[config.mk]
export PLATFORM = sky130hd
export DESIGN_NAME = sym_matrix_enc
export DESIGN_NICKNAME = d
export VERILOG_FILES = /design/src/rtl/sym_matrix_enc.sv
export SDC_FILE = /design/constraint.sdc
export NUM_CORES = 1
export LEC_CHECK = 0
export CORE_MARGIN = 3
export CORE_UTILIZATION = 45
export CTS_BUF_LIST = sky130_fd_sc_hd__clkbuf_8
export CTS_CLUSTER_SIZE = 12
export DETAILED_ROUTE_END_ITERATION = 7
export PLACE_DENSITY = 0.79
export SLEW_MARGIN = 10
export SYNTH_ARGS = -nofsm -noshare
export SYNTH_HDL_FRONTEND = slang
export SYNTH_SLANG_ARGS = --single-unit
export TNS_END_PERCENT = 20
[constraint.sdc]
create_clock -name clk -period 1.4 [get_ports clk]
set_clock_uncertainty 0.05 [all_clocks]
set_input_delay 0.35 -clock clk [delete_from_list [all_inputs] [get_ports clk]]
set_output_delay 0.35 -clock clk [all_outputs]
set_load 0.05 [all_outputs]
[src/rtl/sym_matrix_enc.sv]
module sym_matrix_enc #(
  parameter int SYM_W        = 4,
  parameter int SYMS_PER_ROW = 8
) (
  input  logic                                clk,
  input  logic                                rst_n,
  input  logic                                in_valid,
  input  logic [2*SYM_W*SYMS_PER_ROW-1:0]     in_data,
  output logic                                out_valid,
  output logic [2*SYM_W*SYMS_PER_ROW-1:0]     out_data,
  output logic [(SYM_W+1)*SYMS_PER_ROW-1:0]   out_hsum,
  output logic [SYM_W*SYMS_PER_ROW-1:0]       out_vpar
);
  localparam int ROW_W  = SYM_W * SYMS_PER_ROW;
  localparam int DATA_W = 2 * ROW_W;
  localparam int HALF   = SYMS_PER_ROW / 2;
  localparam int GRP_W  = SYM_W + 1;
  localparam int NGRP   = SYMS_PER_ROW;

  logic [NGRP*GRP_W-1:0] hsum_c;
  logic [ROW_W-1:0]      vpar_c;

  for (genvar g = 0; g < NGRP; g++) begin : g_grp
    localparam int LO_BIT = (g / HALF) * ROW_W + (g % HALF) * SYM_W;
    localparam int HI_BIT = LO_BIT + HALF * SYM_W;
    assign hsum_c[g*GRP_W +: GRP_W] =
      GRP_W'(in_data[LO_BIT +: SYM_W]) + GRP_W'(in_data[HI_BIT +: SYM_W]);

    AST_HSUM_PAIR: assert property (@(posedge clk) disable iff (!rst_n)
      out_valid |-> out_hsum[g*GRP_W +: GRP_W] ==
        GRP_W'(out_data[LO_BIT +: SYM_W]) + GRP_W'(out_data[HI_BIT +: SYM_W]));
  end

  assign vpar_c = in_data[ROW_W-1:0] ^ in_data[DATA_W-1:ROW_W];

  always_ff @(posedge clk or negedge rst_n) begin
    if (!rst_n) begin
      out_valid <= 1'b0;
      out_data  <= '0;
      out_hsum  <= '0;
      out_vpar  <= '0;
    end else begin
      out_valid <= in_valid;
      if (in_valid) begin
        out_data <= in_data;
        out_hsum <= hsum_c;
        out_vpar <= vpar_c;
      end
    end
  end

  AST_VALID_FOLLOWS: assert property (@(posedge clk) disable iff (!rst_n)
    in_valid |=> out_valid);
  AST_VALID_DROPS: assert property (@(posedge clk) disable iff (!rst_n)
    !in_valid |=> !out_valid);
  AST_DATA_PASS: assert property (@(posedge clk) disable iff (!rst_n)
    in_valid |=> out_data == $past(in_data));
  AST_VPAR_COLUMN: assert property (@(posedge clk) disable iff (!rst_n)
    out_valid |-> out_vpar == (out_data[ROW_W-1:0] ^ out_data[DATA_W-1:ROW_W]));
  AST_HOLD_IDLE: assert property (@(posedge clk) disable iff (!rst_n)
    !in_valid |=> ($stable(out_data) && $stable(out_hsum) && $stable(out_vpar)));
  AST_RESET_ZERO: assert property (@(posedge clk)
    !rst_n |-> (!out_valid && out_data == '0 && out_hsum == '0 && out_vpar == '0));
endmodule

==> results_tabular.tex <==
\begin{tabular}{lr}
\hline
Metric & Value \\
\hline
\multicolumn{2}{l}{\textbf{Flow run}} \\
Max Cap Violations & 0 \\
\multicolumn{2}{l}{\textbf{Clocking}} \\
Clk\_lat worst skew & 0.44 ns \\
TritonCTS sink count & 137 \\
CTS Buf Count & 17 \\
TritonCTS clock tree & built \\
Maximum buffer depth of the clock tree & 2 \\
Count of H-tree levels built during CTS & 4 \\
Clock slew at the register clock pins of the worst setup and hold paths & 0.07 ns \\
Clock tree root buffer cell & sky130\_fd\_sc\_hd\_\_clkbuf\_8 \\
\multicolumn{2}{l}{\textbf{Route}} \\
Number of vias after detailed routing & 5355 \\
Remaining number of nets flagged by the antenna check after routing & 0 \\
Number of DRC violations after detailed routing & 0 \\
Via count normalized by instance count & 5.24 \\
Drt initial violations & 322 \\
Drt wl/cell & 19.3 µm \\
Final wirelength & 19700 µm \\
First drt pass iteration count & 6 \\
\multicolumn{2}{l}{\textbf{Placed design}} \\
Count of buffers from port buffering & 203 \\
Post-placement worst setup slack & -0.642 ns \\
Post-DP HPWL & 14200 µm \\
Placer congestion estimate & 0.820 \\
\multicolumn{2}{l}{\textbf{Synthesis}} \\
Leading cell types by total area after synthesis & sky130\_fd\_sc\_hd\_\_dfrtp\_1 (52\%), sky130\_fd\_sc\_hd\_\_mux2\_2 (14\%), sky130\_fd\_sc\_hd\_\_ha\_1 (6.0\%) \\
Number of synthesized flops with an enable pin & 0 \\
Synthesized net count & 627 \\
Synthesized area & 6650 µm² \\
Count of synthesis-stage warnings from yosys & 0 \\
Post-synthesis average cell area & 12.8 µm² \\
Post-synth ARST share & 100\% \\
Area share of the largest cell type after synthesis & 51.6\% \\
Post-synthesis register bit count & 137 \\
Top\_reg\_cell synth & sky130\_fd\_sc\_hd\_\_dfrtp\_1 \\
Share of the yosys chip area belonging to registers & 51.6\% \\
Post-Synthesis Cells & 520 \\
Largest area contributor in the synthesized netlist & sky130\_fd\_sc\_hd\_\_dfrtp\_1 \\
Count of unique library cells instantiated by Yosys & 26 \\
\multicolumn{2}{l}{\textbf{Finish}} \\
Signed area change from the synthesized netlist to the final layout & 74.1\% \\
\# nets final & 936 \\
Fraction of layout cells with a size suffix above 1 & 49.6\% \\
Area of the multi-input gates & 3090 µm² \\
Number of antenna repair diodes & 0 \\
Final Core Density & 81.8\% \\
Area taken by flip-flops and latches & 3430 µm² \\
Total of fill cells in the finished design & 703 \\
\multicolumn{2}{l}{\textbf{Timing}} \\
Transition time at the pin with the least slew margin & 0.321 ns \\
Top achievable clock speed & 0.677 GHz \\
Number of setup violations in the final report & 140 \\
Smallest setup slack after layout & -0.0779 ns \\
Count of pins over their slew limit & 0 \\
Part of the cycle the worst path needs & 106\% \\
Setup repair after global routing missed its margin & true \\
Final critical delay including setup and external delays & 1.48 ns \\
Final total negative setup slack & -3.26 ns \\
Number of endpoints with negative hold slack in the final report & 0 \\
Worst rel slew slack & 78.5\% \\
\multicolumn{2}{l}{\textbf{Run status}} \\
Failing checks & negative setup slack \\
Run status & finished, violations left \\
\multicolumn{2}{l}{\textbf{Setup path}} \\
CP required & 1.64 ns \\
Chain of cells forming the critical path & clkdlybuf4s50\_1 -> ha\_4 -> nor4bb\_2 -> a311oi\_1 -> o211ai\_1 \\
Slowest Stage Delay on Critical Path & 0.47 ns \\
Slowest-stage cell, CP & sky130\_fd\_sc\_hd\_\_clkdlybuf4s50\_1 \\
Kind of end point of the critical path & flip-flop \\
Critical path class & in2reg \\
Arrival time of data at the critical path endpoint & 1.72 ns \\
Worst-path maximum fanout & 4 \\
CP startpoint kind & primary input \\
\multicolumn{2}{l}{\textbf{Global route}} \\
Total congestion overflow after global routing & 0 \\
Combined global-route utilization of all metal layers & 23.7\% \\
Largest net degree at the start of global routing & 40 \\
Initial antenna violation count & 0 \\
Global-route wire length before repair & 30100 µm \\
Vias in the first global route & 5828 \\
\multicolumn{2}{l}{\textbf{Hold path}} \\
Hold crit path type & in2reg \\
\multicolumn{2}{l}{\textbf{Floorplanning}} \\
Die extent in x & 128 µm \\
Core region area & 14100 µm² \\
I/O pin cnt & 204 \\
Number of core rows & 43 \\
Effective utilization at floorplan & 47.0\% \\
Area enclosed by the die boundary & 16300 µm² \\
Chip height & 128 µm \\
\multicolumn{2}{l}{\textbf{Pwr}} \\
Leak & 5.25 nW \\
Power per standard cell area & 1240 nW/µm² \\
Worst-case vdd ir drop & 0.957 mV \\
\hline
\end{tabular}
per-layer routing:
| layer | vias to the layer above | track usage, % | wire [µm] |
|---|---|---|---|
| li1 | 2418 | - | - |
| met1 | 2686 | 25.9 | 7240 |
| met2 | 201 | 42.6 | 10600 |
| met3 | 50 | 6.69 | 1130 |
| met4 | 0 | 10.4 | 651 |
| met5 | - | 0 | 0 |
cells in the mapped netlist (5+ instances only):
cell type and n:
sky130_fd_sc_hd__nand3b_1 5, sky130_fd_sc_hd__and3b_1 5, sky130_fd_sc_hd__nor2_1 47, sky130_fd_sc_hd__nor2b_1 14
sky130_fd_sc_hd__ha_1 32, sky130_fd_sc_hd__a21oi_1 26, sky130_fd_sc_hd__xnor2_1 40, sky130_fd_sc_hd__dfrtp_1 137
sky130_fd_sc_hd__mux2_2 80, sky130_fd_sc_hd__o21ai_0 6, sky130_fd_sc_hd__inv_1 33, sky130_fd_sc_hd__a31oi_1 6
sky130_fd_sc_hd__nand4b_1 8, sky130_fd_sc_hd__buf_6 12, sky130_fd_sc_hd__o211ai_1 8, sky130_fd_sc_hd__a21oi_2 20
sky130_fd_sc_hd__buf_4 8, sky130_fd_sc_hd__mux2i_1 6, sky130_fd_sc_hd__fa_1 8
where the power goes:
group	switching [mW]	total [mW]	internal (mW)
clock	1.51	3.32	1.81
sequential	0.587	5.05	4.46
combinational	2.98	5.97	2.99
total	5.08	14.3	9.26
stage by stage:
stage               instance area [µm²]  hold WS [ns]  total power [mW]  std cells
floorplan                          6680       0.00441              7.61        520
global placement                  10900         0.185              10.8        973
detailed placement                10900         0.188              10.9        973
CTS                               11300         0.205              14.3       1011
global route                      11600         0.230              14.9       1021
finish                            11600         0.243              14.3       1021
sequential cells by signal (all words and copies together) (netlist names):
register,flops
out_data,64
out_hsum,40
out_valid,1
out_vpar,32
worst max-delay path: cells and delay by family:
kind | cells | cell delay [ns]
compound gates | 2 | 0.50
fa+ha+maj | 1 | 0.34
buf+inv | 1 | 0.47
simple gates | 1 | 0.05
kinds of logic (layout without fill, tap and decap cells):
logic type,count (synthesis),in the layout,share of synthesized area [%]
flip-flops,137,137,51.6
XOR/XNOR,40,40,5.27
adder cells (fa/ha/maj),40,40,8.43
AO/OA/AOI/OAI,76,76,8.17
AND/OR/NAND/NOR,85,85,6.93
multiplexers,86,86,14.5
buffers and inverters,56,377,5.18
layout make-up:
cell class	instances	area share (%)
timing repair buffer	313	37.2
tap	180	1.95
multi-input combinational	327	26.7
clock inverter	12	1.16
sequential	137	29.6
inverter	33	1.07
clock buffer	19	2.26
final timing paths:
path | from | endpoint | slack, ns | cells after the start
min in group asynchronous | rst_n | out_data[22]$_DFFE_PN0P_ | 0.30 | 2
max | in_data[30] | out_hsum[18]$_DFFE_PN0P_ | -0.08 | 5
min reg2reg | out_data[19]$_DFFE_PN0P_ | out_data[19]$_DFFE_PN0P_ | 0.52 | 1
max in group asynchronous | rst_n | out_data[44]$_DFFE_PN0P_ | 0.48 | 3
max reg2reg | out_hsum[18]$_DFFE_PN0P_ | out_hsum[18]$_DFFE_PN0P_ | 0.18 | 3
min | in_valid | out_vpar[17]$_DFFE_PN0P_ | 0.24 | 3
repair_timing:
item	in CTS	in global routing
hold buffers	1	0
setup endpoints to repair	163	160
endpoints found under the hold margin	31	0
pin swaps	14	10
buffers inserted	6	10
cloned	0	0
resized for setup	36	32
placed cells by master (no fill, tap or decap), types with 24 or more instances in the layout:
cell,netlist,layout
sky130_fd_sc_hd__dlygate4sd2_1,0,24
sky130_fd_sc_hd__inv_1,33,34
sky130_fd_sc_hd__mux2_2,80,80
sky130_fd_sc_hd__clkdlybuf4s50_1,0,27
sky130_fd_sc_hd__buf_4,8,103
sky130_fd_sc_hd__a21oi_2,20,26
sky130_fd_sc_hd__nor2_1,47,47
sky130_fd_sc_hd__buf_12,0,143
sky130_fd_sc_hd__dfrtp_1,137,137
sky130_fd_sc_hd__xnor2_1,40,39
(Power assumes the default switching activity.)
